## config.mk

```make
export PLATFORM = sky130hd
export DESIGN_NAME = des_key_sched
export DESIGN_NICKNAME = d
export VERILOG_FILES = /design/src/rtl/des_ks_pkg.sv /design/src/rtl/des_ks_pc1.sv /design/src/rtl/des_ks_pc2.sv /design/src/rtl/des_ks_rot.sv /design/src/rtl/des_ks_ctrl.sv /design/src/rtl/des_key_sched.sv
export SDC_FILE = /design/constraint.sdc
export NUM_CORES = 1
export LEC_CHECK = 0
export ABC_AREA = 1
export BUFFER_PORTS_ARGS = -buffer_cell sky130_fd_sc_hd__buf_4
export CAP_MARGIN = 10
export CORE_MARGIN = 1
export CORE_UTILIZATION = 47
export CTS_CLUSTER_DIAMETER = 60
export DETAILED_ROUTE_END_ITERATION = 8
export PLACE_DENSITY = 0.78
export SYNTH_ARGS = -nofsm -noshare
export SYNTH_HDL_FRONTEND = slang
export SYNTH_SLANG_ARGS = --single-unit
```

## constraint.sdc

```tcl
create_clock -name clk -period 4.8 [get_ports clk]
set_input_delay 0.96 -clock clk [delete_from_list [all_inputs] [get_ports clk]]
set_output_delay 0.96 -clock clk [all_outputs]
set_load 0.05 [all_outputs]
```

## src/rtl/des_ks_pkg.sv

```systemverilog
package des_ks_pkg;

    localparam int unsigned KS_KEY_W   = 64;
    localparam int unsigned KS_CD_W    = 56;
    localparam int unsigned KS_HALF_W  = 28;
    localparam int unsigned KS_SUB_W   = 48;
    localparam int unsigned KS_ROUNDS  = 16;

    // Source bit (1 = MSB of the 64-bit key) for each 56-bit output position
    localparam int unsigned PC1_SRC [KS_CD_W] = '{
        57, 49, 41, 33, 25, 17,  9,  1, 58, 50, 42, 34, 26, 18,
        10,  2, 59, 51, 43, 35, 27, 19, 11,  3, 60, 52, 44, 36,
        63, 55, 47, 39, 31, 23, 15,  7, 62, 54, 46, 38, 30, 22,
        14,  6, 61, 53, 45, 37, 29, 21, 13,  5, 28, 20, 12,  4
    };

    // Source bit (1 = MSB of the 56-bit rotated state) for each subkey bit
    localparam int unsigned PC2_SRC [KS_SUB_W] = '{
        14, 17, 11, 24,  1,  5,  3, 28, 15,  6, 21, 10,
        23, 19, 12,  4, 26,  8, 16,  7, 27, 20, 13,  2,
        41, 52, 31, 37, 47, 55, 30, 40, 51, 45, 33, 48,
        44, 49, 39, 56, 34, 53, 46, 42, 50, 36, 29, 32
    };

    // Rotation applied before round r (1-based): single step at 1, 2, 9, 16
    function automatic logic [1:0] rot_amount(input int unsigned r);
        if (r == 1 || r == 2 || r == 9 || r == 16) return 2'd1;
        else                                       return 2'd2;
    endfunction

    typedef struct packed {
        logic [KS_HALF_W-1:0] c;
        logic [KS_HALF_W-1:0] d;
    } ks_halves_t;

endpackage

```

## src/rtl/des_ks_pc1.sv

```systemverilog
module des_ks_pc1
    import des_ks_pkg::*;
#(
    parameter int unsigned KEY_W = KS_KEY_W,
    parameter int unsigned CD_W  = KS_CD_W
) (
    input  logic [KEY_W-1:0] key_i,
    output logic [CD_W-1:0]  cd_o
);
    // Pure wiring: output bit j (1 = MSB) takes key bit PC1_SRC[j-1]
    for (genvar j = 0; j < CD_W; j++) begin : g_map
        assign cd_o[CD_W-1-j] = key_i[KEY_W - PC1_SRC[j]];
    end
endmodule

```

## src/rtl/des_ks_pc2.sv

```systemverilog
module des_ks_pc2
    import des_ks_pkg::*;
#(
    parameter int unsigned CD_W  = KS_CD_W,
    parameter int unsigned SUB_W = KS_SUB_W
) (
    input  logic [CD_W-1:0]  cd_i,
    output logic [SUB_W-1:0] sub_o
);
    for (genvar j = 0; j < SUB_W; j++) begin : g_map
        assign sub_o[SUB_W-1-j] = cd_i[CD_W - PC2_SRC[j]];
    end
endmodule

```

## src/rtl/des_ks_rot.sv

```systemverilog
module des_ks_rot #(
    parameter int unsigned W     = 28,
    parameter int unsigned AMT_W = 2
) (
    input  logic [W-1:0]     in_i,
    input  logic [AMT_W-1:0] amt_i,
    input  logic             left_i,
    output logic [W-1:0]     out_o
);
    localparam int unsigned DW = 2 * W;

    logic [DW-1:0] dbl;
    logic [DW-1:0] shl;
    logic [DW-1:0] shr;

    always_comb begin
        dbl   = {in_i, in_i};
        shl   = dbl << amt_i;
        shr   = dbl >> amt_i;
        out_o = left_i ? shl[DW-1:W] : shr[W-1:0];
    end
endmodule

```

## src/rtl/des_ks_ctrl.sv

```systemverilog
module des_ks_ctrl
    import des_ks_pkg::*;
#(
    parameter int unsigned ROUNDS  = KS_ROUNDS,
    parameter int unsigned ROUND_W = $clog2(ROUNDS + 1)
) (
    input  logic               clk,
    input  logic               rst_n,
    input  logic               load_i,
    input  logic               adv_i,
    input  logic               decrypt_i,
    output logic [1:0]         amt_o,
    output logic               left_o,
    output logic [ROUND_W-1:0] round_o,
    output logic               valid_o
);
    typedef struct packed {
        logic [ROUND_W-1:0] round;
        logic               dec;
        logic               valid;
    } ctrl_st_t;

    ctrl_st_t st_d, st_q;
    logic     step;

    always_comb begin
        st_d   = st_q;
        amt_o  = 2'd0;
        left_o = 1'b1;
        step   = adv_i && st_q.valid;
        if (load_i) begin
            st_d.round = ROUND_W'(1);
            st_d.valid = 1'b1;
            st_d.dec   = decrypt_i;
            // decrypt begins at the unrotated state (full turn = K16)
            amt_o      = decrypt_i ? 2'd0 : rot_amount(1);
        end else if (step) begin
            if (int'(st_q.round) == ROUNDS) begin
                st_d.round = '0;
                st_d.valid = 1'b0;
            end else begin
                st_d.round = st_q.round + ROUND_W'(1);
                if (st_q.dec) begin
                    left_o = 1'b0;
                    amt_o  = rot_amount(ROUNDS + 1 - int'(st_q.round));
                end else begin
                    amt_o  = rot_amount(int'(st_q.round) + 1);
                end
            end
        end
    end

    always_ff @(posedge clk or negedge rst_n) begin
        if (!rst_n) st_q <= '0;
        else        st_q <= st_d;
    end

    assign round_o = st_q.round;
    assign valid_o = st_q.valid;

    p_load_start_r2: assert property (@(posedge clk) disable iff (!rst_n)
        load_i |=> (round_o == ROUND_W'(1)) && valid_o);

    p_adv_count_r4: assert property (@(posedge clk) disable iff (!rst_n)
        (!load_i && adv_i && valid_o && int'(round_o) < ROUNDS)
        |=> (round_o == $past(round_o) + ROUND_W'(1)) && valid_o);

    p_end_drop_r6: assert property (@(posedge clk) disable iff (!rst_n)
        (!load_i && adv_i && valid_o && int'(round_o) == ROUNDS)
        |=> !valid_o && round_o == '0);

    p_idle_hold_r7: assert property (@(posedge clk) disable iff (!rst_n)
        (!load_i && !(adv_i && valid_o)) |=> $stable(round_o) && $stable(valid_o));

    p_mode_keep_r9: assert property (@(posedge clk) disable iff (!rst_n)
        !load_i |=> $stable(st_q.dec));

    p_range_r4: assert property (@(posedge clk) disable iff (!rst_n)
        valid_o |-> (round_o != '0 && int'(round_o) <= ROUNDS));
endmodule

```

## src/rtl/des_key_sched.sv

```systemverilog
module des_key_sched
    import des_ks_pkg::*;
#(
    parameter int unsigned KEY_W   = KS_KEY_W,
    parameter int unsigned HALF_W  = KS_HALF_W,
    parameter int unsigned SUB_W   = KS_SUB_W,
    parameter int unsigned ROUNDS  = KS_ROUNDS,
    parameter int unsigned ROUND_W = $clog2(ROUNDS + 1)
) (
    input  logic               clk,
    input  logic               rst_n,
    input  logic [KEY_W-1:0]   key_i,
    input  logic               load_i,
    input  logic               adv_i,
    input  logic               decrypt_i,
    output logic [SUB_W-1:0]   subkey_o,
    output logic [ROUND_W-1:0] round_o,
    output logic               valid_o
);
    localparam int unsigned CD_W = 2 * HALF_W;

    logic [CD_W-1:0] pc1_cd;
    logic [1:0]      amt;
    logic            left;
    ks_halves_t      hv_d, hv_q;
    logic [HALF_W-1:0] rot_in  [2];
    logic [HALF_W-1:0] rot_out [2];

    des_ks_pc1 #(.KEY_W(KEY_W), .CD_W(CD_W)) u_pc1 (
        .key_i (key_i),
        .cd_o  (pc1_cd)
    );

    des_ks_ctrl #(.ROUNDS(ROUNDS), .ROUND_W(ROUND_W)) u_ctrl (
        .clk       (clk),
        .rst_n     (rst_n),
        .load_i    (load_i),
        .adv_i     (adv_i),
        .decrypt_i (decrypt_i),
        .amt_o     (amt),
        .left_o    (left),
        .round_o   (round_o),
        .valid_o   (valid_o)
    );

    // Rotator input: freshly permuted key on load, held halves otherwise
    always_comb begin
        rot_in[0] = load_i ? pc1_cd[CD_W-1:HALF_W] : hv_q.c;
        rot_in[1] = load_i ? pc1_cd[HALF_W-1:0]    : hv_q.d;
    end

    for (genvar h = 0; h < 2; h++) begin : g_half
        des_ks_rot #(.W(HALF_W), .AMT_W(2)) u_rot (
            .in_i   (rot_in[h]),
            .amt_i  (amt),
            .left_i (left),
            .out_o  (rot_out[h])
        );
    end

    always_comb begin
        hv_d   = hv_q;
        hv_d.c = rot_out[0];
        hv_d.d = rot_out[1];
    end

    always_ff @(posedge clk or negedge rst_n) begin
        if (!rst_n) hv_q <= '0;
        else        hv_q <= hv_d;
    end

    des_ks_pc2 #(.CD_W(CD_W), .SUB_W(SUB_W)) u_pc2 (
        .cd_i  ({hv_q.c, hv_q.d}),
        .sub_o (subkey_o)
    );

    p_hold_state_r7: assert property (@(posedge clk) disable iff (!rst_n)
        (!load_i && amt == 2'd0) |=> $stable(subkey_o));

    p_reset_zero_r1: assert property (@(posedge clk) disable iff (!rst_n)
        !valid_o && round_o == '0 && $past(!rst_n) |-> subkey_o == '0);
endmodule

```

---- After elaboration in Yosys (flattened, before gate mapping) ----
Cells that the tools add are included.
cells by class
  add/subtract/negate cells ............... 3
  equal/unequal tests ..................... 9
  shift operators ......................... 4
  muxes and demuxes ....................... 21
  reduce and logical (&&, ||, !) cells .... 10
operators by type and width
  operator                                          number
  2-to-1 mux 28 bit                                 4
  left shift 56 x 2 -> 56 bit                       2
  right shift 56 x 2 -> 28 bit                      2
  == test 32 x 1 -> 1 bit (second input constant)   2
  == test 32 x 2 -> 1 bit (second input constant)   2
  == test 32 x 4 -> 1 bit (second input constant)   2
  == test 32 x 5 -> 1 bit (second input constant)   2
  2-to-1 mux 5 bit                                  3
  2-to-1 mux 2 bit                                  6
  2-to-1 mux 1 bit                                  8
  adder 5 x 1 -> 6 bit (second input constant)      1
  logical OR 1 bit                                  6
  subtractor 5 x 5 -> 6 bit (first input constant)  1
  adder 5 x 1 -> 5 bit (second input constant)      1
  == test 5 bit (second input constant)             1
  nonzero test 2 bit                                2
  AND reduction 2 bit                               1
  logical AND 1 bit                                 1
storage, ports and cells
  bits in registers ....................... 63
  bits of input ports ..................... 69
  output and inout port bits .............. 54
  logic and storage cells ................. 52

---- Depth between registers and ports, before layout ----
Gate-level depths: netlist of the first run.
  word-level depth ........................ 12
  gate-level depth with buffers ........... 18
  mapped depth without buffers ............ 16

---- By module ----
A second synthesis of the first run with hierarchy kept.
second synthesis, totals
  cell total of the unflattened synthesis .. 994
  area total of the unflattened synthesis .. 6278.5 sq um
modules (own cells, without submodules)
  module         instances  cells an instance  area each (sq um)  seq. area each (sq um)
  des_ks_rot     2          277                1358.8             0.0
  des_key_sched  1          237                2150.8             1401.3
  des_ks_ctrl    1          99                 629.4              175.2
  des_ks_pc1     1          56                 420.4              0.0
  des_ks_pc2     1          48                 360.3              0.0

---- Worst setup path before layout of the first run ----
OpenSTA, ideal clock, no wires.
  kind .................................... input to register
  start point ............................. input load_i
  end point ............................... register hv_q[1] (netlist bit)
  library setup time ...................... 0.118 ns
  data arrival time ....................... 2.269 ns
  data required time ...................... 4.682 ns
  setup slack ............................. 2.413 ns
  stages on the path ...................... 10
  buffers on the path ..................... 4
  path through ............................ buf_4 inv_2 or2_2 clkbuf_1 buf_4 clkbuf_1 nand3_1 nand3_1 nand3_1 nand2_1
between the ends
  longest elaborated chain between the ends .. 3
  elaborated cells between the ends (all ways) .. 6
ends and longest elaborated chain
  what                                                                         line                                    source
  start: declaration                                                           des_key_sched.sv:13                     input logic load_i,
  2-to-1 mux 28 bit or 2-to-1 mux 2 bit (tied branches)                        des_key_sched.sv:49, des_ks_ctrl.sv:31
  right shift 56 x 2 -> 28 bit or left shift 56 x 2 -> 56 bit (tied branches)  des_ks_rot.sv:19, des_ks_rot.sv:18
  2-to-1 mux 28 bit *                                                          des_ks_rot.sv:20                        out_o = left_i ? shl[DW-1:W] : shr[W-1:0];
  named net g_half[1].u_rot.out_o[1]                                           des_ks_rot.sv:8                         output logic [W-1:0] out_o
  end signal: assignment                                                       des_key_sched.sv:69                     else hv_q <= hv_d;
  end: declaration                                                             des_key_sched.sv:25                     ks_halves_t hv_d, hv_q;
Mark *: on every way through the listed nets, which the timed path passes. The rest lies on a longest branch.
A chain may end at the register's enable or synchronous reset.

---- Worst setup path after layout of the first run ----
  start point ............................. input load_i
  end point ............................... register hv_q[39] (netlist bit)
between the ends
  longest elaborated chain between the ends .. 3
  elaborated cells between the ends (all ways) .. 6
ends and longest elaborated chain
  what                                                                         line
  2-to-1 mux 28 bit or 2-to-1 mux 2 bit (tied branches)                        des_key_sched.sv:48, des_ks_ctrl.sv:31
  right shift 56 x 2 -> 28 bit or left shift 56 x 2 -> 56 bit (tied branches)  des_ks_rot.sv:19, des_ks_rot.sv:18
  2-to-1 mux 28 bit *                                                          des_ks_rot.sv:20
  named net g_half[0].u_rot.out_o[11]                                          des_ks_rot.sv:8
Marks and branches as above.

==> results.sh, run 1 <==
export IMPL_outcome="finished clean"
export IMPL_area_growth_pct=10.9
export IMPL_fmaxAchievable_mhz=322
export IMPL_syn_area_mm2=0.00577
export IMPL_row_count=40
export IMPL_drcViolationCount=0
export IMPL_initial_utilization_pct=48.1
export IMPL_vias_per_cell=5.74
export IMPL_peakVddDrop_v=0.000268
export IMPL_setup_viol=0
export IMPL_critPathLaunchType="primary input"
export IMPL_grt_pass1_wl_um=25900
export IMPL_fin_ws_ns=1.70
export IMPL_die_h_um=113
export IMPL_clock_latency_ns=0.34
export IMPL_post_cts_buffers=0
export IMPL_die_area_mm2=0.0127
export IMPL_dpl_instance_area_mm2=0.00611
export IMPL_crit_arrival_ns=3.37
export IMPL_crit_required_ns=5.07
export IMPL_regArea_mm2=0.00158
export IMPL_hp_class="reg -> reg"
export IMPL_synth_warnings=0
export IMPL_cp_max_fo=61
export IMPL_cts_clk_slew_worst_paths_ns=0.06
export IMPL_syn_num_nets=959
export IMPL_wl_um=15500
export IMPL_nNetsFinal=976
export IMPL_path_cells="buf_4, inv_2, or2_2, nand2_4, buf_4, nand2_1, nand3_1, nand3_1, nand2_1"
export IMPL_cts_sinks=63
export IMPL_overflow=0
export IMPL_design_area_mm2=0.00640
export IMPL_dr_total_vias=6042
export IMPL_tightest_slew_ns=1.08
export IMPL_firstDrtPassIters=6
export IMPL_cap_violations=0
export IMPL_slowest_stage="buf_4"
export IMPL_cp_depth=9
export IMPL_hold_violations=0
export IMPL_slew_viol_final=0
export IMPL_rr_worst_depth=14
export IMPL_cp_end_kind="flip-flop"
export IMPL_die_x_um=113
export IMPL_relSlewSlack_pct=27.6
export IMPL_synth_top_area_share_pct=29.5
export IMPL_fin_tns_setup_ns=0
export IMPL_rsz0062_at_grt="false"
export IMPL_yosys_top_cells_area="nand3_1 (29%), dfrtp_1 (27%), nand2_1 (18%)"
export IMPL_power_leakage_uw=0.00357
export IMPL_synth_cell_type_count=25
export IMPL_syn_inst=884
export IMPL_crit_type="in -> reg"
export IMPL_powerDensity_mw_per_mm2=440
export IMPL_nFillCells=1250
export IMPL_crit_path_max_incr_delay_ns=0.52
export IMPL_synth_avg_cell_area_um2=6.53
export IMPL_ys_ff_latch=63
export IMPL_io_pins=123
export IMPL_dp_cells=1037
export IMPL_clock_skew_ns=0.00464
export IMPL_finalCriticalPeriod_ns=3.10
export IMPL_finalCritPeriodShare_pct=64.7
export IMPL_antenna_found_initial=0
export IMPL_holdPathStages=1
export IMPL_cts_htree_levels=3
export IMPL_post_drt_wl_per_cell_um=14.8
export IMPL_design_core_area_mm2=0.0120
export IMPL_ys_seq_area_share_pct=27.3
export IMPL_cts_hold_buf=0
export IMPL_preCtsSetupSlack_ns=1.33
export IMPL_grt_total_usage_pct=24.9
export IMPL_drtAntennaViolNets=0
export IMPL_fin_cells=1053
export IMPL_crit_buf_inv=3
export IMPL_grt_max_degree=64
export IMPL_multi_input_area_mm2=0.00336
export IMPL_io_buffers=114
export IMPL_drive_above_1_share_pct=21.3
export IMPL_dp_hpwl_um=9610
export IMPL_globalplace_congestion=0.866
export IMPL_numCtsBuffers=9
export IMPL_grt_pass1_vias=5245
export IMPL_cts_tree="done"
export IMPL_diodes=0
export IMPL_clk_path_buf_depth=2
export IMPL_root_buffer="clkbuf_16"
export IMPL_synth_top_cell_by_area="nand3_1"
export IMPL_post_cts_resized=0
export IMPL_drt_iter0_markers=583
export IMPL_cpLargestDelayFamily="simple AND/OR/NAND/NOR gates"
-- synthesized netlist by cell type --
library cell  number
nand4_1            2
clkbuf_1          20
nor2_4             2
o21a_1             1
o22ai_1            1
or2_2              1
ha_1               6
a21oi_1            2
nand2_2           17
inv_1             12
o21ai_0            5
nor2_1             5
inv_2              7
nand2_1          275
buf_4             57
nand3_1          340
buf_8              2
nand2_4           23
buf_12             2
dfrtp_1           63
buf_1              3
nor2_2             1
nand3_2            6
buf_6              6
buf_2             25
-- cell usage in the layout (no fill, tap or decap), drive strengths merged --
master and n:
o22ai 1, inv 19, ha 6, or2 1, clkinv 3, nand2 315, a21oi 2, o21ai 5
nand4 2, nor2 8, clkbuf 12, dfrtp 63, nand3 346, buf 121, o21a 1, bufinv 1
-- metrics by stage --
stage / hold slack [ns] / total power [uW] / utilization [%]
floorplan: 0.473 / 1980 / -
global placement: 0.508 / 2140 / 50.9
detailed placement: 0.512 / 2160 / 50.9
CTS: 0.524 / 2820 / 53.3
global route: 0.533 / 2980 / 53.3
finish: 0.523 / 2820 / 53.3
-- layer usage --
layer	GRT usage, %	part of all wire [%]
met1	37.0	46
met2	37.7	45
met3	3.91	7.6
met4	6.31	0.75
met5	0	0
-- path summary, 6_finish.rpt --
path	startpoint	to	slack (ns)
min reg2reg	u_ctrl.st_q[1]$_DFFE_PN0P_	u_ctrl.st_q[1]$_DFFE_PN0P_	0.52
min	u_ctrl.st_q[1]$_DFFE_PN0P_	u_ctrl.st_q[1]$_DFFE_PN0P_	0.52
max reg2reg	u_ctrl.round_o[1]$_DFFE_PN0P_	hv_q[39]$_DFF_PN0_	1.76
max	load_i	hv_q[39]$_DFF_PN0_	1.70
min in group asynchronous	rst_n	hv_q[10]$_DFF_PN0_	0.74
max in group asynchronous	rst_n	hv_q[38]$_DFF_PN0_	3.54
-- area by class of cell --
type | instances | area share (%)
clock buffer | 12 | 3.85
multi-input combinational | 687 | 52.4
clock inverter | 4 | 0.704
tap | 147 | 2.87
timing repair buffer | 121 | 14.4
inverter | 19 | 1.11
sequential | 63 | 24.6
-- registers in the layout (all words and copies together) (netlist names) --
name and flops:
u_ctrl.st_q 1, u_ctrl.round_o 5, u_ctrl.valid_o 1, hv_q 56
-- power by group --
part	total (uW)	internal, uW	switching [uW]
sequential	744	665	79.6
combinational	1420	436	980
clock	656	414	242
-- logic make-up after synthesis --
group / Yosys count / share of synthesized area (%)
simple gates: 672 / 55.9
flops: 63 / 27.3
fa+ha+maj: 6 / 1.30
compound gates: 9 / 0.845
buf+inv: 134 / 14.7
Note: power is estimated with default switching activity, not from simulation.
==> inputs of run 2 (changes only) <==
Settings changed: PLACE_DENSITY 0.78 to 0.81.
Clock period 4.8 ns to 2.6 ns, I/O delays scaled along.
==> run 2 against run 1 <==
Non-clock buffer count increased by 13. Final area grew 2.4%. First-iteration DRC count up 5.1%. Register-to-register slack worse by 1.5 ns. Die area is the same. Combinational power is 87% higher. Routed wire length decreased by 1.4%. Flip-flop and latch count unchanged. Count of clock-buffer cells in the layout did not move. Critical path type is now reg -> reg. Largest power group unchanged. Highest routed layer unchanged.
==> results.sh, run 2 (synthesized netlist as in run 1, its figures left out) <==
export IMPL_outcome="finished clean"
export IMPL_grt_max_degree=64
export IMPL_finalCritPeriodShare_pct=90.4
export IMPL_initial_utilization_pct=48.1
export IMPL_cp_end_kind="flip-flop"
export IMPL_die_area_mm2=0.0127
export IMPL_slew_viol_final=0
export IMPL_nFillCells=1214
export IMPL_hp_class="in -> async"
export IMPL_clock_latency_ns=0.34
export IMPL_finalCriticalPeriod_ns=2.35
export IMPL_p_comb_share_pct=50.7
export IMPL_power_leakage_uw=0.00365
export IMPL_io_buffers=114
export IMPL_cts_tree="done"
export IMPL_cts_htree_levels=3
export IMPL_io_pins=123
export IMPL_switching_power_uw=2410
export IMPL_fin_ws_ns=0.249
export IMPL_p_int_uw=2840
export IMPL_critPathLaunchType="flip-flop"
export IMPL_preCtsSetupSlack_ns=0.138
export IMPL_grt_pass1_wl_um=25300
export IMPL_dp_hpwl_um=10100
export IMPL_clock_skew_ns=0.00536
export IMPL_overflow=0
export IMPL_mostFrequentLayoutCell="nand3_1"
export IMPL_wl_um=15300
export IMPL_fin_tns_setup_ns=0
export IMPL_p_sw_share_pct=45.9
export IMPL_post_cts_buffers=0
export IMPL_crit_required_ns=2.87
export IMPL_area_growth_pct=13.5
export IMPL_p_clk_share_pct=23.2
export IMPL_grt_pass1_vias=5219
export IMPL_largest_reg_flops=56
export IMPL_clk_path_buf_depth=2
export IMPL_diodes=0
export IMPL_die_h_um=113
export IMPL_design_area_mm2=0.00656
export IMPL_cap_violations=0
export IMPL_grt_total_usage_pct=24.4
export IMPL_die_x_um=113
export IMPL_drive_above_1_share_pct=22.7
export IMPL_numCtsBuffers=9
export IMPL_row_count=40
export IMPL_fmaxAchievable_mhz=425
export IMPL_firstDrtPassIters=5
export IMPL_design_core_area_mm2=0.0120
export IMPL_vias_per_cell=5.68
export IMPL_regMostFlops="hv_q"
export IMPL_crit_arrival_ns=2.62
export IMPL_crit_type="reg -> reg"
export IMPL_p_seq_share_pct=26.2
export IMPL_globalplace_congestion=0.844
export IMPL_cts_sinks=63
export IMPL_root_buffer="clkbuf_16"
export IMPL_tightest_slew_ns=0.822
export IMPL_peakVddDrop_v=0.000368
export IMPL_hold_violations=0
export IMPL_nNetsFinal=989
export IMPL_cts_clk_slew_worst_paths_ns=0.05
export IMPL_dr_total_vias=6060
export IMPL_cp_max_fo=10
export IMPL_drtAntennaViolNets=0
export IMPL_powerDensity_mw_per_mm2=800
export IMPL_antenna_found_initial=0
export IMPL_drt_iter0_markers=613
export IMPL_rsz0062_at_grt="false"
export IMPL_relSlewSlack_pct=45.2
export IMPL_post_drt_wl_per_cell_um=14.4
export IMPL_final_cell_mix="nand3_1 (340), nand2_1 (275), buf_4 (129), dfrtp_1 (62), nand2_4 (23)"
export IMPL_setup_viol=0
export IMPL_dpl_instance_area_mm2=0.00626
export IMPL_drcViolationCount=0
run 2: cell types whose count changed in the layout (fill, tap and decap cells not counted), sizes merged:
| cell | previous run | this run |
|---|---|---|
| buf | 121 | 134 |
run 2: final timing paths:
path / slack, ns / end / start / cells after the start
max: 0.25 / hv_q[21]$_DFF_PN0_ / u_ctrl.round_o[1]$_DFFE_PN0P_ / 14
min: 0.29 / hv_q[11]$_DFF_PN0_ / rst_n / 1
max reg2reg: 0.25 / hv_q[21]$_DFF_PN0_ / u_ctrl.round_o[1]$_DFFE_PN0P_ / 14
min reg2reg: 0.50 / u_ctrl.st_q[1]$_DFFE_PN0P_ / u_ctrl.st_q[1]$_DFFE_PN0P_ / 1
max in group asynchronous: 1.74 / u_ctrl.round_o[2]$_DFFE_PN0P_ / rst_n / 1
min in group clk: 0.50 / u_ctrl.st_q[1]$_DFFE_PN0P_ / u_ctrl.st_q[1]$_DFFE_PN0P_ / 1
run 2: layer usage:
layer  wire, um  GRT usage (%)
met5          0              0
met4        216           7.11
met3       1190           4.93
met2       6980           37.3
met1       6930           34.9
run 2: stage by stage:
| step | cells | hold slack (ns) | util, % | total power [uW] |
|---|---|---|---|---|
| 2_1_floorplan | 884 | 0.224 | - | 3650 |
| 3_3_place_gp | 1050 | 0.491 | 52.1 | 4000 |
| 3_5_place_dp | 1050 | 0.492 | 52.1 | 4030 |
| 4_1_cts | 1066 | 0.320 | 54.5 | 5260 |
| 5_1_grt | 1066 | 0.359 | 54.6 | 5570 |
| 6_report | 1066 | 0.291 | 54.6 | 5250 |
run 2: timing repair:
action                                  CTS  global route
gates resized for setup                   0             5
endpoints found under the setup margin    0            55
hold buffers                              0             0
run 2: final cells by class:
type,count,area (um2),share of cell area (%)
Timing Repair Buffer,134,1070,16.3
Multi-Input combinational cell,687,3360,51.3
Clock buffer,12,246,3.76
Tap cell,147,184,2.81
Clock inverter,4,45.0,0.687
Inverter,19,73.8,1.13
Sequential cell,63,1580,24.1
run 2: power groups by stage:
| stage | clock network [uW] | registers, uW | logic (uW) |
|---|---|---|---|
| after CTS | 1240 | 1370 | 2660 |
| final | 1210 | 1370 | 2660 |
| after detailed placement | 0 | 1380 | 2640 |
| after global routing | 1280 | 1400 | 2880 |
| after floorplan | 0 | 1340 | 2310 |
| after global placement | 0 | 1380 | 2610 |
run 2: critical path: stages (launching register included):
cell	delay [ns]
dfrtp_1	0.41
inv_2	0.11
ha_1	0.32
nor2_1	0.11
nand2_1	0.05
a21oi_1	0.14
nand2_1	0.10
nand2_4	0.10
nand2_4	0.06
nand2_4	0.15
buf_4	0.28
nand2_1	0.13
nand3_1	0.13
nand3_1	0.09
nand2_1	0.09
